`config.mk`:
```
export PLATFORM = sky130hd
export DESIGN_NAME = adapter_regwin
export DESIGN_NICKNAME = d
export VERILOG_FILES = /design/src/rtl/regwin_pkg.sv /design/src/rtl/regwin_decode.sv /design/src/rtl/regwin_rom.sv /design/src/rtl/adapter_regwin.sv
export SDC_FILE = /design/constraint.sdc
export NUM_CORES = 1
export LEC_CHECK = 0
export ABC_AREA = 0
export BUFFER_PORTS_ARGS = -buffer_cell sky130_fd_sc_hd__buf_2
export CORE_UTILIZATION = 48
export CTS_CLUSTER_SIZE = 20
export DETAILED_ROUTE_END_ITERATION = 6
export PLACE_DENSITY = 0.82
export SLEW_MARGIN = 15
export SYNTH_ARGS = -nofsm -noshare
export SYNTH_HDL_FRONTEND = slang
export SYNTH_SLANG_ARGS = --single-unit
```
`constraint.sdc`:
```
create_clock -name clk -period 4.9 [get_ports clk]
set_clock_uncertainty 0.2 [all_clocks]
set_input_delay 0.49 -clock clk [delete_from_list [all_inputs] [get_ports clk]]
set_output_delay 0.49 -clock clk [all_outputs]
set_load 0.01 [all_outputs]
```
`src/rtl/regwin_pkg.sv`:
```
package regwin_pkg;
    localparam int C0_SEL   = 2;
    localparam int C0_PAGE  = 3;
    localparam int C1_RUN   = 0;
    localparam int C1_HISEL = 1;
    localparam int C1_FAST  = 2;
    localparam int C7_UTP   = 0;

    typedef enum logic [1:0] {
        AREA_CTRL,
        AREA_WIN,
        AREA_NONE
    } area_e;

    typedef struct packed {
        logic [7:0] c0;
        logic [7:0] c1;
        logic [7:0] c7;
        logic [7:0] rdata;
    } regs_t;
endpackage

```
`src/rtl/regwin_decode.sv`:
```
module regwin_decode
    import regwin_pkg::*;
#(
    parameter int ADDR_W   = 5,
    parameter int WIN_BASE = 8,
    parameter int WIN_SIZE = 8,
    localparam int IDX_W   = $clog2(WIN_SIZE)
) (
    input  logic [ADDR_W-1:0] addr,
    output area_e             area,
    output logic [IDX_W-1:0]  idx
);
    always_comb begin
        idx = addr[IDX_W-1:0];
        if (int'(addr) < WIN_BASE)
            area = AREA_CTRL;
        else if (int'(addr) < WIN_BASE + WIN_SIZE)
            area = AREA_WIN;
        else
            area = AREA_NONE;
    end
endmodule

```
`src/rtl/regwin_rom.sv`:
```
module regwin_rom #(
    parameter logic [7:0] MFR_ID    = 8'h4D,
    parameter logic [7:0] CARD_TYPE = 8'h08,
    parameter logic [7:0] CARD_REV  = 8'h02,
    parameter int         ADDR_BYTES = 6
) (
    input  logic                  page,
    input  logic [2:0]            idx,
    input  logic [7:0]            cfg0,
    input  logic [7:0]            cfg1,
    input  logic [7:0]            cfg2,
    input  logic [8*ADDR_BYTES-1:0] station,
    output logic [7:0]            data
);
    logic [7:0] page0;
    logic [7:0] page1;

    always_comb begin
        case (idx)
            3'd0:    page0 = MFR_ID;
            3'd1:    page0 = CARD_TYPE;
            3'd2:    page0 = CARD_REV;
            3'd3:    page0 = cfg0;
            3'd4:    page0 = cfg1;
            3'd5:    page0 = cfg2;
            default: page0 = 8'h00;
        endcase
    end

    always_comb begin
        page1 = 8'h00;
        for (int b = 1; b <= ADDR_BYTES; b++) begin
            if (int'(idx) == b)
                page1 = station[8*(ADDR_BYTES-b) +: 8];
        end
    end

    assign data = page ? page1 : page0;
endmodule

```
`src/rtl/adapter_regwin.sv`:
```
module adapter_regwin
    import regwin_pkg::*;
#(
    parameter int         ADDR_W    = 5,
    parameter int         WIN_BASE  = 8,
    parameter int         WIN_SIZE  = 8,
    parameter logic [7:0] CARD_TYPE = 8'h08,
    parameter logic [7:0] CARD_REV  = 8'h02,
    localparam int        IDX_W     = $clog2(WIN_SIZE)
) (
    input  logic              clk,
    input  logic              rst_n,
    input  logic [ADDR_W-1:0] host_addr,
    input  logic              host_wr,
    input  logic              host_rd,
    input  logic [7:0]        host_wdata,
    output logic [7:0]        host_rdata,
    input  logic [7:0]        cfg_byte0,
    input  logic [7:0]        cfg_byte1,
    input  logic [7:0]        cfg_byte2,
    input  logic [47:0]       station_addr,
    output logic [IDX_W:0]    ctl_addr,
    output logic              ctl_wr,
    output logic              ctl_rd,
    output logic [7:0]        ctl_wdata,
    input  logic [7:0]        ctl_rdata,
    output logic              ctl_reset_n,
    output logic              speed_16,
    output logic              cable_utp
);
    regs_t            r_d, r_q;
    area_e            area;
    logic [IDX_W-1:0] win_idx;
    logic [7:0]       rom_byte;

    regwin_decode #(
        .ADDR_W  (ADDR_W),
        .WIN_BASE(WIN_BASE),
        .WIN_SIZE(WIN_SIZE)
    ) u_dec (
        .addr(host_addr),
        .area(area),
        .idx (win_idx)
    );

    regwin_rom #(
        .CARD_TYPE(CARD_TYPE),
        .CARD_REV (CARD_REV)
    ) u_rom (
        .page   (r_q.c0[C0_PAGE]),
        .idx    (win_idx),
        .cfg0   (cfg_byte0),
        .cfg1   (cfg_byte1),
        .cfg2   (cfg_byte2),
        .station(station_addr),
        .data   (rom_byte)
    );

    always_comb begin
        r_d    = r_q;
        ctl_wr = 1'b0;
        ctl_rd = 1'b0;
        if (host_wr) begin
            if (area == AREA_CTRL) begin
                case (win_idx)
                    3'd0:    r_d.c0 = host_wdata;
                    3'd1:    r_d.c1 = host_wdata;
                    3'd7:    r_d.c7 = host_wdata;
                    default: ;
                endcase
            end else if (area == AREA_WIN && r_q.c0[C0_SEL]) begin
                ctl_wr = 1'b1;
            end
        end
        if (host_rd) begin
            case (area)
                AREA_CTRL: begin
                    case (win_idx)
                        3'd0:    r_d.rdata = r_q.c0;
                        3'd1:    r_d.rdata = r_q.c1;
                        3'd7:    r_d.rdata = r_q.c7;
                        default: r_d.rdata = 8'h00;
                    endcase
                end
                AREA_WIN: begin
                    if (r_q.c0[C0_SEL]) begin
                        ctl_rd    = 1'b1;
                        r_d.rdata = ctl_rdata;
                    end else begin
                        r_d.rdata = rom_byte;
                    end
                end
                default: r_d.rdata = 8'h00;
            endcase
        end
    end

    always_ff @(posedge clk) begin
        if (!rst_n) r_q <= '0;
        else        r_q <= r_d;
    end

    assign ctl_addr    = {r_q.c1[C1_HISEL], win_idx};
    assign ctl_wdata   = host_wdata;
    assign host_rdata  = r_q.rdata;
    assign ctl_reset_n = r_q.c1[C1_RUN];
    assign speed_16    = r_q.c1[C1_FAST];
    assign cable_utp   = r_q.c7[C7_UTP];

    assert_rom_blocks_ctl_R9: assert property (@(posedge clk) disable iff (!rst_n)
        (area == AREA_WIN && !r_q.c0[C0_SEL]) |-> !(ctl_wr || ctl_rd));

    assert_strobe_onehot_R6: assert property (@(posedge clk) disable iff (!rst_n)
        $onehot0({ctl_wr, ctl_rd}));

    assert_ctl_index_R6: assert property (@(posedge clk) disable iff (!rst_n)
        (ctl_wr || ctl_rd) |-> (ctl_addr[IDX_W-1:0] == host_addr[IDX_W-1:0]));

    assert_reset_release_R3: assert property (@(posedge clk) disable iff (!rst_n)
        (host_wr && host_addr == 5'd1) |=> (ctl_reset_n == $past(host_wdata[0])));

    assert_speed_follow_R4: assert property (@(posedge clk) disable iff (!rst_n)
        (host_wr && host_addr == 5'd1) |=> (speed_16 == $past(host_wdata[2])));

    assert_rdata_hold_R10: assert property (@(posedge clk) disable iff (!rst_n)
        !host_rd |=> $stable(host_rdata));
endmodule

```
# After elaboration in Yosys (flattened, before gate mapping)
# Index checks and enable logic that the tools add are counted.
# classes
add_sub_neg,0
shifts,0
eq_ne,13
magnitude_cmp,2
n_div,0
n_mul,0
n_bitwise,0
mux,19
reduce_logical,6
# ops
cell,n
two-way mux 8 bit,8
case mux 8 bit (6 select lines),1
case mux 8 bit (3 select lines),1
"== test 3 bit, second input constant",7
case mux 8 bit (2 select lines),1
"== test 3 x 2 -> 1 bit, second input constant",4
AND reduction 3 bit,3
two-way mux 1 bit,6
"< comparator 5 x 4 -> 1 bit, second input constant",1
"< comparator 5 bit, second input constant",1
two-way mux 2 bit,2
"== test 3 x 1 -> 1 bit, second input constant",1
zero test 3 bit,1
"== test 2 x 1 -> 1 bit, second input constant",1
zero test 2 bit,1
logical AND 1 bit,1
# word_totals
mem_count,0
regBits,32
mem_bits_rw,0
wordCells,44
latch_bits,0
out_inout_bits,25
inputBits,97
mem_bits_ro,0

# Depth between registers and ports, before layout
# Gate-level depths: netlist of the first run.
# logic_depth
word_depth,10
ltp_mapped,8
ltp_nobuf,5

# By module
# From an unflattened synthesis of the first run, not the netlist that was laid out.
# hier_totals
cells_unflattened,293
hier_area_um2,2600.0
# modules_own_cells
module,seq_area_each_um2,area_per_inst_um2,n_inst,cells_each
adapter_regwin,640.6,1746.7,1,177
regwin_rom,0.0,820.8,1,111
regwin_decode,0.0,32.5,1,5

# Worst setup path before layout of the first run
# Ideal clock, no wire load.
# synth_timing
kind,input -> output
startpoint,input host_addr[4]
endpoint,output ctl_rd
path_stages,4
setup_slack_ns,2.923
n_path_buf,2
t_arrival_ns,1.287
required_time_ns,4.210
path_cell_list,buf_2 > and3b_1 > clkbuf_1 > and2_1
# synth_between
elab_chain_cells,6
elab_cells_between_ends,7
classes_between,order compare: 2; eq/ne: 1; mux: 4
# synth_rtl
item,line,source
start: declaration,adapter_regwin.sv:13,"input logic [ADDR_W-1:0] host_addr,"
< comparator 5 bit,regwin_decode.sv:17,else if (int'(addr) < WIN_BASE + WIN_SIZE)
two-way mux 2 bit,regwin_decode.sv:17,
two-way mux 2 bit *,regwin_decode.sv:15,if (int'(addr) < WIN_BASE)
== test 2 x 1 -> 1 bit *,adapter_regwin.sv:76,case (area)
two-way mux 1 bit *,adapter_regwin.sv:76,
two-way mux 1 bit *,adapter_regwin.sv:75,if (host_rd) begin
end: declaration,adapter_regwin.sv:24,"output logic ctl_rd,"
# Mark *: on every way between the ends. The rest lies on a longest branch, timed or not.

# Worst setup path after layout of the first run
# layout_timing
startpoint,input host_addr[2]
endpoint,"register r_q, in the netlist cable_utp"
# layout_between
elab_chain_cells,5
elab_cells_between_ends,7
classes_between,order compare: 2; eq/ne: 1; mux: 2; reduce/logical: 2
# layout_rtl
item,line,source
< comparator 5 bit,regwin_decode.sv:17,
two-way mux 2 bit,regwin_decode.sv:17,
two-way mux 2 bit,regwin_decode.sv:15,
zero test 2 bit,adapter_regwin.sv:64,if (area == AREA_CTRL) begin
AND reduction 3 bit (no source line) *,--,
end signal: assignment,adapter_regwin.sv:100,else r_q <= r_d;
end: declaration,adapter_regwin.sv:31,"regs_t r_d, r_q;"
# Marks and branches as above.
# A chain may end at the register's enable or synchronous reset.

==> summary.txt, run 1 <==
Synthesis
  • Number of standard cells after synthesis: approximately 270
  • Sequential cell area fraction in the yosys report: between 20% and 30%
  • Register bit count reported by yosys: 32
  • EDFF count, synth: 0
  • Cell types occupying the most area after synthesis: dfxtp_1, mux2i_1, nor2b_1
  • Number of distinct standard cells referenced by the synthesized netlist: 45
  • Ys Warns: 0
  • Mapped Nets: around 370
  • Post-synthesis cell area: around 0.0024 sq mm
  • Post-Synthesis Mean Instance Area: roughly 8.7 sq um
  • Primary flip-flop cell chosen by synthesis mapping: dfxtp_1
  • Area share of the leading cell type in the synthesized netlist: 27.2%
  • Library cell with the largest summed area after synthesis: dfxtp_1
  • Commonest cells in the synthesized netlist: dfxtp_1, mux2i_1, nor2b_1
  • Synth async-reset ratio: 0%

Critical path
  • Critical path class: input pin to flop
  • Number of buffer and inverter stages on the critical path: 1
  • Kind of cell with the highest combined delay on the critical path: simple AND/OR/NAND/NOR gates
  • Startpoint types: input pin
  • CP Cell Sequence: buf_2 -> and2_1 -> nand2_1 -> nor4b_4 -> mux2i_1 -> nor2b_1
  • CP Max Fanout: 26
  • Cell with the largest stage delay on the worst path: nor4b_4
  • Capturing element type of the critical path: flop
  • Worst endpoint required time: between 4 and 5 ns
  • Worst EP arrival: 2.63 ns
  • Largest incremental delay on the critical path: approximately 0.7 ns

Flow run
  • # Max-Cap Violations: 0

Timing
  • Relative slew margins: a little over two fifths
  • Fmax achieved: around 380 MHz
  • Final-report setup violation count: 0
  • Final worst setup slack: around 2.3 ns
  • Fin. max-slew vios: 0
  • Worst Tran Pin Value: 0.858 ns
  • Final cycle utilization of the critical path: 53.9%
  • Total Negative Setup Slacks: 0 ns
  • Clock period minus final worst setup slack: approximately 2.6 ns
  • Fin Hold WS: just over 0.3 ns
  • Unrepaired setup endpoints after global routing: no
  • Final hold violation count: 0

GRT
  • Number of global-route vias before repair: between 2000 and 2500
  • Pin count of the biggest net entering global routing: 31
  • Remaining global-route overflow: 0
  • Number of antenna violations at the first check in global routing: 0
  • First-pass GRT wire length: a little over 10 mm
  • Global router's overall resource usage: between 20% and 30%

Routing
  • Remaining antenna violation count after routing: 0
  • Number of optimization iterations in the first detailed-route pass: 4
  • Via count: approximately 2400
  • Average detailed-routed wire length per instance: about 16 um
  • Post-route DRC: 0
  • Final WL: about 6.7 mm
  • Number of DRC markers after the initial detailed-route iteration: 300
  • Via density per instance: 5.69

Floorplanning
  • Floorplan die area: between 0.005 and 0.006 sq mm
  • Top-Level Pins: between 100 and 150
  • Row count: 25
  • Effective utilization at floorplan: about half
  • CORE AREA: between 0.004 and 0.005 sq mm
  • Floorplan die height: roughly 70 um
  • Die Span X: slightly above 70 um

Place
  • Port-buffer cells: between 100 and 150
  • Detailed-placement wirelength estimate: roughly 5 mm
  • Final Wtd Congestion: between 0.8 and 0.9
  • Pre-CTS worst setup slack: between 1.5 and 2 ns
  • Count of placed standard cells including taps: roughly 420

Run status
  • Status: finished clean

CTS
  • Maximum count of clock buffers along a single path: 2
  • Clock sink count: 32
  • Post-cts repair resize count: 0
  • CTS tree: done
  • Post-CTS clock slew at the launch and capture registers of the worst setup and hold paths: around 0.07 ns
  • Source-to-sink clock delay at the later pin of the worst-skew pair: 0.29 ns
  • Number of buffers inserted by hold repair at cts: 0
  • Cts bufs inserted: 5
  • Number of H-tree branching levels: 2
  • Buffer type at the clock tree root: clkbuf_8
  • # Post-CTS Setup Buffers: 0

Pwr
  • Maximum resistive drop on vdd: approximately 0.15 mV
  • Power density over cell area: around 220 mW/mm^2
  • Leakage dissipation: 0.00132 uW

Final layout
  • Layout area overhead: 24.1%
  • Final net count: around 460
  • End-of-flow core utilization: between 60% and 70%
  • Number of standard cells in the final layout excluding fillers: 430
  • Proportion of layout cells with a drive suffix above 1: approximately two fifths
  • Antenna diode instance count: 0
  • Filler Cell Count: 433

Hold path
  • Path category of the worst min-delay check: input pin to flop
## cell usage in the layout, fill, tap and decap left out, types with 5 or more instances in the layout
cell type,Yosys,final
a22o_1,6,6
dfxtp_1,32,32
o211ai_1,7,7
clkbuf_8,0,5
nor2b_1,30,30
mux2i_1,32,32
o2bb2ai_1,8,8
a31oi_1,6,6
nand2_1,19,19
nand3_1,6,6
a221oi_1,5,5
a21oi_1,9,9
buf_2,5,121
o21ai_0,14,14
a22oi_1,11,11
## final cells by class
class                           instances  area (sq um)  area share (%)
Inverter                                4          15.0           0.514
Sequential cell                        32           641            21.9
Timing Repair Buffer                  121           606            20.7
Multi-Input combinational cell        198          1470            50.3
Clock buffer                            6          72.6            2.48
Clock inverter                          2          35.0            1.20
Tap cell                               67          83.8            2.87
## worst register-to-register path: stages, from the launching register on
cell,delay (ns)
dfxtp_1,0.35
nor3b_2,0.50
nand2_1,0.14
o221ai_1,0.25
o221a_1,0.22
## sequential cells by signal (all words and copies together), names as in the netlist
signal	flops
ctl_addr	1
host_rdata	8
cable_utp	1
speed_16	1
r_q	20
ctl_reset_n	1
## worst paths after layout
check	startpoint	endpoint	slack, ns	cells past startpoint
worst min-delay path	host_wdata[6]	r_q[22]	0.30	3
worst max-delay path	host_addr[2]	cable_utp	2.26	6
worst min register to register	r_q[13]	r_q[13]	0.32	2
worst max register to register	r_q[26]	host_rdata[7]	3.19	4
## metal layers
| metal | wire [um] | GRT usage (%) | vias up |
|---|---|---|---|
| met3 | 356 | 4.58 | 17 |
| met4 | 173 | 12.9 | 0 |
| li1 | - | - | 1184 |
| met5 | 0 | 0 | - |
| met2 | 3260 | 38.6 | 97 |
| met1 | 2900 | 33.1 | 1148 |
## stage by stage
step,instance area [sq um],total power (uW)
detailed placement,2810,400
global route,2920,675
global placement,2810,398
finish,2920,649
CTS,2910,651
floorplan,2360,351
## where the power goes
group | total (uW) | switching (uW) | internal [uW]
Sequential | 267 | 2.71 | 264
Clock | 252 | 102 | 151
Combinational | 130 | 67.3 | 62.6
## cells by family after synthesis
logic type / Yosys count / synth area share [%]
mux: 38 / 17.4
simple gates: 75 / 18.2
compound gates: 85 / 26.4
buf+inv: 42 / 10.8
flops: 32 / 27.2
No activity file was read; power rests on OpenSTA's default activity.
==> run 2: changes to the inputs <==
Settings changed: CORE_UTILIZATION 48 to 41, PLACE_DENSITY 0.82 to 0.74.
Clock period 4.9 ns to 2.4 ns, I/O delays scaled along.
==> run 2 against run 1 <==
Via count rose by 0.45%. Critical path depth decreased by 3. Worst setup slack worse by 1.8 ns. Clock-buffer cell count up 2. Sequential power is 100% higher. Sequential cell count stayed put. Sequential share of layout area fell by 0.46 points. Wire length up 7.4%. Cell area increased by 2.1%. First-iteration DRC count shrank 31%. Worst hold slack worse by 0.24 ns. Largest cell class unchanged.
==> summary.txt, run 2 (synthesis results as in run 1) <==
Place
  • Count of placed standard cells including taps: 438 (+3.8%)
  • Post-Place Cell Area: 0.00290 sq mm (+3.2%)
  • Port-buffer cells: 121 (unchanged)
  • Detailed-placement wirelength estimate: 5.53 mm (+11%)
  • Final Wtd Congestion: 0.897 (+6.4%)

Critical path
  • Worst endpoint required time: 1.96 ns (-2.93 ns)
  • Worst R2R Setup Slack: 0.63 ns (-2.56 ns)
  • Startpoint types: flop
  • Worst r2r path cells: 4 (unchanged)
  • Cell with the largest stage delay on the worst path: and3b_1
  • Number of buffer and inverter stages on the critical path: 1 (unchanged)
  • Reg-to-reg critical path endpoint: host_rdata[7]
  • Worst EP arrival: 1.45 ns (-1.18 ns)
  • Critical path class: flop to output pin
  • Largest incremental delay on the critical path: 0.44 ns (-0.28 ns)
  • Capturing element type of the critical path: output pin
  • Kind of cell with the highest combined delay on the critical path: simple AND/OR/NAND/NOR gates
  • Worst reg2reg path startpoint: r_q[26]
  • CP Cell Sequence: and3b_1 -> and2_1 -> buf_2
  • CP Max Fanout: 10 (-62%)

Final layout
  • Top reg by flops: r_q
  • Layout area overhead: 26.7%
  • Antenna diode instance count: 0 (unchanged)
  • Commonest non-fill, non-tap cell in the layout: buf_2
  • Final net count: 470 (+2.4%)
  • Largest register FFs: 20 (unchanged)
  • Most used cells in the layout excluding fill and tap cells: buf_2, mux2i_1, dfxtp_1
  • Number of standard cells in the final layout excluding fillers: 446 (+3.7%)
  • Proportion of layout cells with a drive suffix above 1: 40.1% (+1.5 points)
  • End-of-flow core utilization: 54.2% (-7.7 points)
  • Finished Cell Area: 0.00299 sq mm (+2.1%)

Routing
  • Via density per instance: 5.51 (-3.2%)
  • Number of optimization iterations in the first detailed-route pass: 5 (+1)
  • Number of DRC markers after the initial detailed-route iteration: 207 (-31%)
  • Post-route DRC: 0 (unchanged)
  • Via count: 2457 (+0.45%)
  • Final WL: 7.18 mm (+7.4%)
  • Remaining antenna violation count after routing: 0 (unchanged)
  • Average detailed-routed wire length per instance: 16.1 um (+3.6%)

GRT
  • Global router's overall resource usage: 23.0% (-1.9 points)
  • Number of global-route vias before repair: 2289 (+5.6%)
  • First-pass GRT wire length: 10.9 mm (+7.8%)
  • Number of antenna violations at the first check in global routing: 0 (unchanged)
  • Pin count of the biggest net entering global routing: 30 (-3.2%)
  • Remaining global-route overflow: 0 (unchanged)

CTS
  • Maximum count of clock buffers along a single path: 2 (unchanged)
  • Number of buffers inserted by hold repair at cts: 0 (unchanged)
  • Cts bufs inserted: 5 (unchanged)
  • Buffer type at the clock tree root: clkbuf_8
  • Post-CTS clock slew at the launch and capture registers of the worst setup and hold paths: 0.07 ns (about the same)
  • Source-to-sink clock delay at the later pin of the worst-skew pair: 0.28 ns (about the same)
  • Clock sink count: 32 (unchanged)
  • CTS tree: done
  • Number of H-tree branching levels: 2 (unchanged)
  • Post-cts repair resize count: 0 (unchanged)
  • # Post-CTS Setup Buffers: 0 (unchanged)

Timing
  • Final cycle utilization of the critical path: roughly 79%
  • Fmax achieved: 529 MHz
  • Unrepaired setup endpoints after global routing: no
  • Final hold violation count: 0 (unchanged)
  • Final-report setup violation count: 0 (unchanged)
  • Relative slew margins: 45.7% (+3.0 points)
  • Total Negative Setup Slacks: 0 ns (unchanged)
  • Fin. max-slew vios: 0 (unchanged)
  • Worst Tran Pin Value: 0.813 ns (-0.0451 ns)
  • Clock period minus final worst setup slack: 1.89 ns

Hold path
  • Start point of the worst min-delay path: host_wdata[3]
  • Hold worst-path end: r_q[19]
  • Path category of the worst min-delay check: input pin to flop
  • Cells on Worst Hold Path: 3 (unchanged)

Run status
  • Status: finished clean

Floorplanning
  • CORE AREA: 0.00551 sq mm (+17%)
  • Floorplan die height: 77.8 um (+8.0%)
  • Effective utilization at floorplan: 42.8% (-7.1 points)
  • Die Span X: 77.8 um (+8.0%)
  • Floorplan die area: 0.00605 sq mm (+17%)
  • Top-Level Pins: 122 (unchanged)
  • Row count: 27 (+8.0%)

Pwr
  • Maximum resistive drop on vdd: 0.285 mV (+91%)
  • Power density over cell area: 417 mW/mm^2 (+88%)
  • Leakage dissipation: 0.00136 uW (+2.9%)

Flow run
  • # Max-Cap Violations: 0 (unchanged)
-- run 2: layer usage --
metal | vias to the layer above | share of wire [%] | track usage [%]
met3 | 8 | 6.3 | 5.65
li1 | 1205 | - | -
met5 | - | 0 | 0
met1 | 1161 | 42 | 28.6
met2 | 83 | 50 | 38.5
met4 | 0 | 1.3 | 8.11
-- run 2: how the worst max path moves through the flow --
stage                       from       endpoint  cells after the start
CTS                      r_q[26]         ctl_rd                      3
detailed placement  host_addr[2]  host_rdata[4]                      6
global placement    host_addr[2]  host_rdata[4]                      6
floorplan           host_addr[1]      cable_utp                      8
finish                   r_q[26]         ctl_rd                      3
global route             r_q[26]         ctl_rd                      3
-- run 2: power by group --
part           internal (uW)  leakage (uW)  switching, uW
registers                539      0.000259           5.67
logic                    136       0.00105            143
clock network            234     0.0000455            187
total                    909       0.00136            336
-- run 2: tightest hold or removal path, cell delays in order --
cell	delay (ns)
buf_2	0.11
mux2i_1	0.07
nor2b_1	0.09
-- run 2: cell type report --
type	count	area, sq um
Timing Repair Buffer	132	688
Clock buffer	8	90.1
Multi-Input combinational cell	198	1460
Tap cell	72	90.1
Inverter	4	15.0
Sequential cell	32	641
Fill cell	526	2520
-- run 2: through the flow --
stage,hold WS [ns],worst slack (ns),power (uW)
final,0.0673,0.508,1250
after global routing,0.0731,0.432,1300
after detailed placement,0.311,0.313,834
after global placement,0.299,0.387,832
after floorplan,0.206,0.690,716
after CTS,0.0660,0.524,1250
